`config.mk`:
```
export PLATFORM = sky130hd
export DESIGN_NAME = hostbus_front
export DESIGN_NICKNAME = d
export VERILOG_FILES = /design/src/rtl/hbf_pkg.sv /design/src/rtl/hbf_sync.sv /design/src/rtl/hbf_par_rx.sv /design/src/rtl/hbf_ser_rx.sv /design/src/rtl/hostbus_front.sv
export SDC_FILE = /design/constraint.sdc
export NUM_CORES = 1
export LEC_CHECK = 0
export ABC_AREA = 1
export BUFFER_PORTS_ARGS = -buffer_cell sky130_fd_sc_hd__buf_2
export CAP_MARGIN = 30
export CORE_MARGIN = 2
export CORE_UTILIZATION = 50
export DETAILED_ROUTE_END_ITERATION = 10
export PLACE_DENSITY_LB_ADDON = 0.25
export REMOVE_ABC_BUFFERS = 1
export SYNTH_ARGS = -nofsm -noshare
export SYNTH_HDL_FRONTEND = slang
export SYNTH_SLANG_ARGS = --single-unit
```
`constraint.sdc`:
```
create_clock -name clk -period 3.24 [get_ports clk]
set_clock_uncertainty 0.1 [all_clocks]
set_input_delay 0.972 -clock clk [delete_from_list [all_inputs] [get_ports clk]]
set_output_delay 0.972 -clock clk [all_outputs]
set_load 0.05 [all_outputs]
```
`src/rtl/hbf_pkg.sv`:
```
// Shared types for the host bus front end.
package hbf_pkg;
    localparam int BYTE_W = 8;

    // One accepted host write: flag plus byte.
    typedef struct packed {
        logic              is_data;
        logic [BYTE_W-1:0] val;
    } hb_xfer_t;
endpackage

```
`src/rtl/hbf_sync.sv`:
```
// Multi-stage synchronizer bank.
// Assumes: each input bit is individually asynchronous; multi-bit words are
// only consumed while the host holds them stable (see top-level header).
module hbf_sync #(
    parameter int W      = 4,
    parameter int STAGES = 2
) (
    input  logic         clk,
    input  logic         rst_n,
    input  logic [W-1:0] d,
    output logic [W-1:0] q
);
    logic [W-1:0] stg [STAGES];

    for (genvar g = 0; g < STAGES; g++) begin : g_stage
        if (g == 0) begin : g_first
            // First flop samples the raw pins.
            always_ff @(posedge clk) begin
                if (!rst_n) stg[0] <= '0;
                else        stg[0] <= d;
            end
        end else begin : g_next
            // Later flops resolve metastability.
            always_ff @(posedge clk) begin
                if (!rst_n) stg[g] <= '0;
                else        stg[g] <= stg[g-1];
            end
        end
    end

    assign q = stg[STAGES-1];
endmodule

```
`src/rtl/hbf_par_rx.sv`:
```
// Parallel write receiver for both 8080-style and 6800-style buses.
// 8080: write taken on rising edge of the active-low write strobe.
// 6800: write taken on falling edge of enable while read/write is low.
// Assumes: all inputs already synchronized; straps static; armed goes high
// only once the edge-detect history holds real pin values.
module hbf_par_rx
    import hbf_pkg::*;
#(
    parameter int DW = BYTE_W
) (
    input  logic          clk,
    input  logic          rst_n,
    input  logic          enable,
    input  logic          m68,
    input  logic          armed,
    input  logic          sel_s,
    input  logic          dc_s,
    input  logic          rd_s,
    input  logic          wr_s,
    input  logic [DW-1:0] dat_s,
    output logic          fire,
    output hb_xfer_t      xfer
);
    logic rd_prev, wr_prev;
    logic ev_i80, ev_m68, ev;

    // Remember last synchronized strobe levels for edge detection.
    always_ff @(posedge clk) begin
        if (!rst_n) begin
            rd_prev <= 1'b0;
            wr_prev <= 1'b0;
        end else begin
            rd_prev <= rd_s;
            wr_prev <= wr_s;
        end
    end

    // Decode the write-completing edge for the selected protocol.
    always_comb begin
        ev_i80 = wr_s & ~wr_prev;
        ev_m68 = ~rd_s & rd_prev & ~wr_s;
        ev     = armed & enable & sel_s & (m68 ? ev_m68 : ev_i80);
    end

    // Register the pulse and hold the captured byte until the next write.
    always_ff @(posedge clk) begin
        if (!rst_n) begin
            fire <= 1'b0;
            xfer <= '0;
        end else begin
            fire <= ev;
            if (ev) xfer <= '{is_data: dc_s, val: dat_s};
        end
    end

    // a parallel write only follows a cycle in which the chip was selected.
    a_r2_par_needs_select: assert property (@(posedge clk) disable iff (!rst_n)
        fire |-> $past(sel_s));

    // the parallel receiver never fires while serial mode is strapped.
    a_r9_par_quiet_serial: assert property (@(posedge clk) disable iff (!rst_n)
        !enable |=> !fire);
endmodule

```
`src/rtl/hbf_ser_rx.sv`:
```
// Write-only serial receiver: MSB first, sampled on serial clock rise,
// data/command flag taken with the eighth bit.
// Assumes: inputs synchronized; host keeps each serial clock level for
// several controller cycles; deselect discards any partial byte.
module hbf_ser_rx
    import hbf_pkg::*;
#(
    parameter int DW = BYTE_W
) (
    input  logic     clk,
    input  logic     rst_n,
    input  logic     enable,
    input  logic     armed,
    input  logic     sel_s,
    input  logic     dc_s,
    input  logic     sdi_s,
    input  logic     sck_s,
    output logic     fire,
    output hb_xfer_t xfer
);
    localparam int CW = $clog2(DW);
    localparam logic [CW-1:0] LAST = CW'(DW - 1);

    logic          sck_prev;
    logic [CW-1:0] cnt;
    logic [DW-2:0] sh;
    logic          sck_rise;

    // Serial clock rising edge, valid only once history is real.
    assign sck_rise = armed & sck_s & ~sck_prev;

    // Track previous serial clock level.
    always_ff @(posedge clk) begin
        if (!rst_n) sck_prev <= 1'b0;
        else        sck_prev <= sck_s;
    end

    // Shift bits in, count them, and emit a byte on the last one.
    always_ff @(posedge clk) begin
        if (!rst_n) begin
            cnt  <= '0;
            sh   <= '0;
            fire <= 1'b0;
            xfer <= '0;
        end else begin
            fire <= 1'b0;
            if (!enable || !sel_s) begin
                cnt <= '0;
            end else if (sck_rise) begin
                if (cnt == LAST) begin
                    fire <= 1'b1;
                    xfer <= '{is_data: dc_s, val: {sh, sdi_s}};
                    cnt  <= '0;
                end else begin
                    sh  <= {sh[DW-3:0], sdi_s};
                    cnt <= cnt + 1'b1;
                end
            end
        end
    end

    // a serial byte completes only on the final bit of the count.
    a_r7_byte_on_last_bit: assert property (@(posedge clk) disable iff (!rst_n)
        fire |-> $past(cnt) == LAST);

    // deselecting clears the bit count so a partial byte is lost.
    a_r8_deselect_clears: assert property (@(posedge clk) disable iff (!rst_n)
        !sel_s |=> cnt == '0);
endmodule

```
`src/rtl/hostbus_front.sv`:
```
// Host bus front end for a display controller.
// Combines 8080-style, 6800-style and serial write paths behind one pin set,
// forwards one-cycle write pulses, and decodes the data pin output enables.
// Assumes: straps are static; host holds data, address line and chip select
// at least SYNC_STAGES+1 clocks past the strobe edge that ends a write.
module hostbus_front
    import hbf_pkg::*;
#(
    parameter int DW          = BYTE_W,
    parameter int SYNC_STAGES = 2
) (
    input  logic          clk,
    input  logic          rst_n,
    input  logic          strap_m68,
    input  logic          strap_par,
    input  logic          csel_n,
    input  logic          csel,
    input  logic          dc_sel,
    input  logic          rd_e,
    input  logic          wr_rw,
    input  logic [DW-1:0] pin_in,
    output logic [DW-1:0] pin_out,
    output logic [DW-1:0] pin_oe,
    input  logic [DW-1:0] rd_data,
    output logic          wr_pulse,
    output logic [DW-1:0] wr_byte,
    output logic          wr_is_data
);
    localparam int SW     = DW + 4;
    localparam int WARM   = SYNC_STAGES + 1;
    localparam int WCW    = $clog2(WARM + 1);
    localparam int SDI_IX = DW - 1;
    localparam int SCK_IX = DW - 2;

    logic           sel_raw;
    logic [SW-1:0]  raw_v, syn_v;
    logic           sel_s, dc_s, rd_s, wr_s;
    logic [DW-1:0]  dat_s;
    logic [WCW-1:0] warm;
    logic           armed;
    logic           rd_drive;
    logic           par_fire, ser_fire;
    hb_xfer_t       par_x, ser_x;

    assign sel_raw = ~csel_n & csel;
    assign raw_v   = {sel_raw, dc_sel, rd_e, wr_rw, pin_in};

    hbf_sync #(.W(SW), .STAGES(SYNC_STAGES)) u_sync (
        .clk   (clk),
        .rst_n (rst_n),
        .d     (raw_v),
        .q     (syn_v)
    );

    assign {sel_s, dc_s, rd_s, wr_s, dat_s} = syn_v;

    // Hold off edge detection until the synchronizer and history are filled.
    always_ff @(posedge clk) begin
        if (!rst_n)     warm <= '0;
        else if (!armed) warm <= warm + 1'b1;
    end
    assign armed = (warm == WCW'(WARM));

    hbf_par_rx #(.DW(DW)) u_par (
        .clk    (clk),
        .rst_n  (rst_n),
        .enable (strap_par),
        .m68    (strap_m68),
        .armed  (armed),
        .sel_s  (sel_s),
        .dc_s   (dc_s),
        .rd_s   (rd_s),
        .wr_s   (wr_s),
        .dat_s  (dat_s),
        .fire   (par_fire),
        .xfer   (par_x)
    );

    hbf_ser_rx #(.DW(DW)) u_ser (
        .clk    (clk),
        .rst_n  (rst_n),
        .enable (~strap_par),
        .armed  (armed),
        .sel_s  (sel_s),
        .dc_s   (dc_s),
        .sdi_s  (dat_s[SDI_IX]),
        .sck_s  (dat_s[SCK_IX]),
        .fire   (ser_fire),
        .xfer   (ser_x)
    );

    // Select the active write path's outputs.
    always_comb begin
        if (strap_par) begin
            wr_pulse   = par_fire;
            wr_byte    = par_x.val;
            wr_is_data = par_x.is_data;
        end else begin
            wr_pulse   = ser_fire;
            wr_byte    = ser_x.val;
            wr_is_data = ser_x.is_data;
        end
    end

    // Decode the read window directly from the pins for fast bus turnaround.
    always_comb begin
        if (!rst_n || !sel_raw || !strap_par) rd_drive = 1'b0;
        else if (strap_m68)                   rd_drive = rd_e & wr_rw;
        else                                  rd_drive = ~rd_e;
    end

    assign pin_oe  = {DW{rd_drive}};
    assign pin_out = rd_data;

    // the internal write strobe is a single-cycle pulse.
    a_r10_single_cycle: assert property (@(posedge clk) disable iff (!rst_n)
        wr_pulse |=> !wr_pulse);

    // the two receivers never fire together.
    a_r10_one_source: assert property (@(posedge clk) disable iff (!rst_n)
        $onehot0({par_fire, ser_fire}));

    // data pins turn around as a whole byte, never partially.
    a_r4_oe_whole_byte: assert property (@(posedge clk) disable iff (!rst_n)
        $countones(pin_oe) == 0 || $countones(pin_oe) == DW);
endmodule

```
# Yosys cells after proc, flatten, opt, wreduce, memory -nomap -nowiden

Memories as Yosys holds them, arrays and structs flattened.
Cells that the tools add are included.

Add/sub/neg operators: 2
Reduce and logical (&&, ||, !) cells: 11
Equal/unequal tests: 2
Bitwise operators: 22
Muxes and demuxes: 12

Operators with widths:

| cell                  | count |
|---|---|
| $mux W12              | 2 |
| $and A1 B1 Y1         | 10 |
| $not A1 Y1            | 10 |
| $mux W1               | 8 |
| $mux W8               | 1 |
| $reduce_and A3 Y1     | 2 |
| $logic_not A1 Y1      | 4 |
| $add A3 B1 Y3 const B | 1 |
| $eq A3 B3 Y1 const B  | 1 |
| $logic_or A1 B1 Y1    | 3 |
| $mux W3               | 1 |
| $reduce_or A3 Y1      | 1 |
| $add A2 B1 Y2 const B | 1 |
| $eq A2 B2 Y1 const B  | 1 |
| $or A1 B1 Y1          | 2 |
| $reduce_or A2 Y1      | 1 |

Output and inout port bits: 26
Flip-flop bits (word level): 35
Memories kept: 1
Logic and storage cells: 62
Memory bits (writable): 24

Memory list:

| memory     | words | width | rd ports | clocked after memory_dff | write ports | RTL line       | RTL |
|---|---|---|---|---|---|---|---|
| u_sync.stg | 2     | 12    | 2        | 0                        | 2           | hbf_sync.sv:13 | `logic [W-1:0] stg [STAGES];` |

# Depth between registers and ports, before layout

Gate-level depths: netlist of the first run.

Word-level depth: 6
Gate-level depth with buffers: 7

# Modules after synthesis

A second synthesis of the first run with hierarchy kept.

Cell total of the unflattened synthesis: 348
Area total of the unflattened synthesis: 2491.1 µm²

By module, submodules not included:

| module        | times used | area each (µm²) | cells each |
|---|---|---|---|
| hbf_ser_rx    | 1          | 909.6           | 127 |
| hbf_sync      | 1          | 683.2           | 74 |
| hbf_par_rx    | 1          | 516.7           | 76 |
| hostbus_front | 1          | 381.6           | 71 |

# Worst setup path after synthesis of the first run

Ideal clock, no wire load.

Path kind: input-to-output
Start: input rst_n
End: output pin_oe[0]
Arrival time: 1.965 ns
Cell stages on the path: 4
Data required time: 2.168 ns
Path buffers: 2
Setup slack: 0.203 ns
Cell sequence: buf_2 > nand2_1 > nor3_1 > buf_4

Cells in the longest elaborated chain, start to end: 4

RTL lines:

| element                          | RTL line             | RTL |
|---|---|---|
| start, declared                  | hostbus_front.sv:13  | `input logic rst_n,` |
| $logic_not A1 Y1                 | n/a                  |  |
| $logic_or A1 B1 Y1 (2 in series) | hostbus_front.sv:107 | `if (!rst_n \|\| !sel_raw \|\| !strap_par) rd_drive = 1'b0;` |
| $mux W1                          | hostbus_front.sv:107 |  |
| end, declared                    | hostbus_front.sv:23  | `output logic [DW-1:0] pin_oe,` |

No other way between the ends.

# Final worst setup path of the first run

Start: input strap_m68
End: output pin_oe[3]

Cells in the longest elaborated chain, start to end: 2

RTL lines:

| element         | RTL line             | RTL |
|---|---|---|
| start, declared | hostbus_front.sv:14  | `input logic strap_m68,` |
| $mux W1         | hostbus_front.sv:108 | `else if (strap_m68) rd_drive = rd_e & wr_rw;` |
| $mux W1         | hostbus_front.sv:107 |  |

No other way between the ends.

==> impl_metrics.py, run 1 <==
metrics = {
    "logic_synthesis": {
        "synth_area_per_cell_um2": 7.27,
        "ys_ff_latch": 59,
        "synth-simple-area-share": 0.330,
        "synthMuxAreaShare": 0,
        "synthAdderAreaFrac": 0.0204,
        "post-synth-top-area-cell": "dfxtp_1",
        "synthTopCellsByCount": "nand2_1 (91), nor2_1 (61), dfxtp_1 (59), inv_1 (51), nand3_1 (25)",
        "ys.flop_type": "dfxtp_1",
        "synth_compound_area_frac": 0.0199,
        "ys_types": 24,
        "yosysSeqAreaShare": 0.482,
        "synth_most_common_cell": "nand2_1",
        "synth_area_leaders": "dfxtp_1 (48%), nand2_1 (14%), nor2_1 (9.4%)",
        "synth_area_mm2": 0.00245,
        "synthXorXnorAreaFrac": 0,
        "synth-async-reset-ratio": 0,
        "synth.top_cell.area_share": 0.482,
        "synth_cells": 337,
        "synth-edff-count": 0,
        "synth_top_family_by_area": "simple AND/OR/NAND/NOR gates",
        "yosys_warnings": 0,
    },
    "sta": {
        "slew_headroom": 0.662,
        "finalMaxSlewViolations": 0,
        "worst_hold_slack_ns": 0.310,
        "hold_viol": 0,
        "rsz0062_at_grt": "false",
        "period_minus_slack_ns": 2.93,
        "final.period_utilization": 0.905,
        "fmax_mhz": 341,
        "setup_viol": 0,
        "tightest_slew_ns": 0.506,
    },
    "global_routing": {
        "antenna_found_initial": 0,
        "grt_pass1_wl_mm": 6.78,
        "grt_overflow_total": 0,
        "grt.total_usage": 0.167,
        "grt_pass1_vias": 1623,
        "grt_max_degree": 56,
    },
    "cells_and_area": {
        "diodes": 0,
        "area.growth.synth_to_final_pct": 14.0,
        "drive_gt1_frac": 0.170,
        "final_cells": 432,
        "fin_nets": 389,
        "fill_cells": 451,
    },
    "route": {
        "vias": 1896,
        "post-route-drc-count": 0,
        "routed_wl_mm": 4.00,
        "ant_nets": 0,
        "dr.pass1.iters": 4,
        "drt_iter0_drc": 68,
        "wl_per_cell_um": 9.26,
        "viasPerCell": 4.39,
    },
    "power": {
        "peakVddDrop_v": 0.000325,
        "totalPowerFinal_mw": 1.58,
        "cellPowerDensity_mw_per_mm2": 565,
        "leakagePower_nw": 1.50,
    },
    "clock_tree": {
        "cts_tree": "done",
        "clockRootBuffer": "clkbuf_8",
        "cts_sinks": 59,
        "cts_buffer_depth": 2,
        "clk_latency_ns": 0.32,
        "clk_pin_slew_worst_paths_ns": 0.06,
        "hold_buffers": 0,
        "cts_buffers": 9,
        "cts_setup_buffers": 0,
        "cts_resized": 0,
        "cts_max_level": 3,
    },
    "setup_path": {
        "required_ns": 2.17,
        "max_stage_delay_ns": 0.26,
        "cp_max_fo": 8,
        "cp.arrival_ns": 1.86,
        "crit_type": "in2out",
        "crit_path_end_kind": "primary output",
        "slowest_stage": "buf_2",
        "path_cells": "buf_2, inv_1, nand2_1, nand2_1, nor3_1, buf_4, buf_2",
        "startpoint_type": "primary input",
    },
    "placement": {
        "dp_cells": 416,
        "numPortBuffers": 34,
        "place_congestion": 0.804,
        "dpl.hpwl_mm": 2.83,
    },
    "die": {
        "die-area_mm2": 0.00547,
        "dieWidth_um": 74.0,
        "initial_core_util": 0.518,
        "ios": 51,
        "coreArea_mm2": 0.00472,
        "fp-row-count": 25,
        "die_h_um": 74.0,
    },
    "hold_path": {
        "hold_path.class": "reg2reg",
    },
    "status": {
        "status": "finished, final reports clean",
    },
    "flow_run": {
        "max_cap_violations": 0,
    },
}
## cell type report
type	count	area (µm²)	area share
Sequential cell	59	1180	0.423
Multi-Input combinational cell	201	907	0.325
Inverter	52	198	0.0709
Timing Repair Buffer	37	193	0.0691
Clock buffer	12	155	0.0556
Tap cell	67	83.8	0.0300
Clock inverter	4	72.6	0.0260
## where the power goes
group,switching [mW],internal [mW],total (mW),leakage [nW]
clock,0.271,0.474,0.745,0.113
combinational,0.0516,0.0270,0.0786,0.909
sequential,0.00714,0.745,0.752,0.481
total,0.330,1.25,1.58,1.50
## per-stage QoR
stage          utilization  setup TNS, ns  setup WS (ns)  instance area, µm²
6_report             0.591              0          0.309                2790
5_1_grt              0.591              0          0.204                2790
4_1_cts              0.591              0          0.295                2790
3_5_place_dp         0.543              0          0.304                2560
3_3_place_gp         0.543              0          0.279                2560
2_1_floorplan            -         -55.34          -6.92                2290
## final timing paths
check,slack (ns),from,depth (start not counted),to
max reg2reg,1.63,u_ser.cnt[0],6,u_ser.sh[4]
max,0.31,strap_m68,7,pin_oe[3]
min reg2reg,0.31,u_sync.stg[0][7],2,u_sync.stg[1][7]
min,0.31,u_sync.stg[0][7],2,u_sync.stg[1][7]
## routing by layer
metal | vias to the layer above | part of all wire | global-route usage
met5 | - | 0 | 0
met4 | 0 | 0.016 | 0.0848
met3 | 7 | 0.062 | 0.0772
met2 | 52 | 0.43 | 0.237
met1 | 806 | 0.49 | 0.212
li1 | 1031 | - | -
## critical path, delay by kind of cell
family                 cells  cell delay, ns
buffers and inverters      4            0.59
and+or+nand+nor            3            0.30
## cells in the final DEF, fill, tap and decap left out
cell type / n
buf_2: 34
nand3_1: 25
nand3_2: 1
nor2_4: 1
nand3b_1: 1
nand2_2: 2
nor2_2: 1
bufinv_16: 2
nand2_1: 91
nor3_1: 1
a21oi_2: 1
nor2_1: 61
inv_1: 51
buf_4: 3
clkbuf_8: 11
dfxtp_1: 59
inv_4: 1
clkbuf_1: 1
nor3b_1: 1
a21oi_1: 4
nor3_4: 2
nand3b_4: 1
ha_1: 4
clkinvlp_4: 1
clkinv_2: 1
o21ai_0: 4
## cell families after synthesis
logic type / Yosys count
adder cells (fa/ha/maj): 4
AO/OA/AOI/OAI: 9
AND/OR/NAND/NOR: 188
buffers and inverters: 77
flip-flops: 59
## state kept, by name, indices dropped and copies added (netlist names)
name and cells:
u_par.rd_prev 1, u_par.xfer 9, u_ser.sh 7, u_ser.cnt 3
u_ser.xfer 9, u_ser.sck_prev 1, warm 2, u_par.fire 1
u_par.wr_prev 1, u_sync.stg 24, u_ser.fire 1
Note: power is estimated with default switching activity, not from simulation.
==> inputs of run 2 (changes only) <==
- RECOVER_POWER: not set -> 100
==> run 2 against run 1 <==
Effect of this change:
- clock power about the same
- cell count did not move
- sequential power is essentially flat
- flip-flop and latch count unchanged
- first-iteration DRC count unchanged
- wire length grew 0.10%
- largest cell class unchanged
- largest power group unchanged
- highest routed layer unchanged
==> impl_metrics.py, run 2 (synthesis gave the netlist of run 1 again) <==
metrics = {
    "status": {
        "status": "finished, final reports clean",
    },
    "die": {
        "coreArea_mm2": 0.00472,
        "dieWidth_um": 74.0,
        "die_h_um": 74.0,
        "die-area_mm2": 0.00547,
        "initial_core_util": 0.518,
        "fp-row-count": 25,
        "ios": 51,
    },
    "cells_and_area": {
        "stdcell_area_mm2": 0.00278,
        "layout_common_cells": "nand2_1 (92), nor2_1 (62), dfxtp_1 (59), inv_1 (51), nand3_1 (25)",
        "area.growth.synth_to_final_pct": 13.5,
        "drive_gt1_frac": 0.159,
        "diodes": 0,
        "fill_cells": 453,
        "final_common_cell": "nand2_1",
        "largest_reg_flops": 24,
        "fin_nets": 389,
        "largest-register": "u_sync.stg",
        "reg.largest.list": "u_sync.stg x24, u_par.xfer x9, u_ser.xfer x9",
        "fin_util": 0.589,
    },
    "global_routing": {
        "antenna_found_initial": 0,
        "grt_overflow_total": 0,
        "grt_max_degree": 56,
        "grt_pass1_wl_mm": 6.78,
        "grt_pass1_vias": 1623,
        "grt.total_usage": 0.167,
    },
    "sta": {
        "hold_viol": 0,
        "fmax_mhz": 330,
        "setup_viol": 0,
        "finalMaxSlewViolations": 0,
        "tightest_slew_ns": 0.984,
        "slew_headroom": 0.344,
        "final.period_utilization": 0.934,
        "rsz0062_at_grt": "false",
        "period_minus_slack_ns": 3.03,
    },
    "clock_tree": {
        "cts_buffer_depth": 2,
        "cts_buffers": 9,
        "hold_buffers": 0,
        "clockRootBuffer": "clkbuf_8",
        "clk_pin_slew_worst_paths_ns": 0.06,
        "cts_max_level": 3,
        "cts_tree": "done",
        "clk_latency_ns": 0.32,
        "cts_resized": 0,
        "cts_sinks": 59,
        "cts_setup_buffers": 0,
    },
    "setup_path": {
        "startpoint_type": "primary input",
        "cp_max_fo": 8,
        "required_ns": 2.17,
        "crit_type": "in2out",
        "crit_path_end_kind": "primary output",
        "cp.arrival_ns": 1.95,
    },
    "power": {
        "cellPowerDensity_mw_per_mm2": 567,
        "peakVddDrop_v": 0.000325,
        "leakagePower_nw": 1.48,
    },
    "placement": {
        "post_dp_cell_area_mm2": 0.00256,
        "place_congestion": 0.804,
        "dpl.hpwl_mm": 2.83,
        "numPortBuffers": 34,
    },
    "route": {
        "wl_per_cell_um": 9.27,
        "met1_length_mm": 1.98,
        "viasPerCell": 4.39,
        "dr.pass1.iters": 4,
        "drt_iter0_drc": 68,
        "top_layer_used": "met4",
        "post-route-drc-count": 0,
        "routed_wl_mm": 4.00,
        "wl_met2_mm": 1.72,
        "ant_nets": 0,
        "wl_met3_um": 245,
        "vias": 1898,
    },
    "hold_path": {
        "hold_path.class": "reg2reg",
    },
    "flow_run": {
        "max_cap_violations": 0,
    },
}
==> run 2: cell count changes in the layout (fill, tap and decap cells not counted) <==
cell	delta
buf_2	-20
buf_4	-1
clkbuf_1	+2
clkbuf_2	+19
nand2_1	+1
nand2_2	-1
nor2_1	+1
nor2_2	-1
==> run 2: report_power, final <==
group          internal [mW]  total, mW  switching [mW]
Sequential             0.745      0.752         0.00709
Clock                  0.474      0.745           0.271
Combinational         0.0268     0.0783          0.0515
==> run 2: through the flow <==
step	cells	hold slack, ns	power [mW]	setup TNS [ns]	setup WS [ns]
global route	432	0.335	1.65	0	0.129
finish	432	0.310	1.58	0	0.213
global placement	416	0.293	0.847	0	0.279
CTS	432	0.315	1.60	0	0.295
floorplan	312	0.290	0.815	-55.34	-6.92
detailed placement	416	0.299	0.848	0	0.304
==> run 2: area by class of cell <==
class	count	area, µm²	share of cell area
sequential	59	1180	0.425
multi-input combinational	201	902	0.324
inverter	52	198	0.0711
timing repair buffer	37	188	0.0675
clock buffer	12	155	0.0558
tap	67	83.8	0.0302
clock inverter	4	72.6	0.0261
==> run 2: worst max-delay path, stage by stage <==
cell and delay [ns]:
clkbuf_1 0.25, nand2_1 0.10, nor3_1 0.19, buf_4 0.17, clkbuf_2 0.28
==> run 2: final timing paths <==
kind	slack [ns]	cells past startpoint	to	from
setup / recovery	0.21	5	pin_oe[3]	strap_par
setup reg to reg	1.54	7	u_ser.xfer[8]	u_ser.cnt[0]
hold reg to reg	0.31	2	u_sync.stg[1][7]	u_sync.stg[0][7]
hold / removal	0.31	2	u_sync.stg[1][7]	u_sync.stg[0][7]
==> run 2: routing by layer <==
layer | vias to the layer above | track usage
met1 | 807 | 0.212
met4 | 0 | 0.0848
met3 | 7 | 0.0772
met2 | 52 | 0.237
met5 | - | 0
li1 | 1032 | -
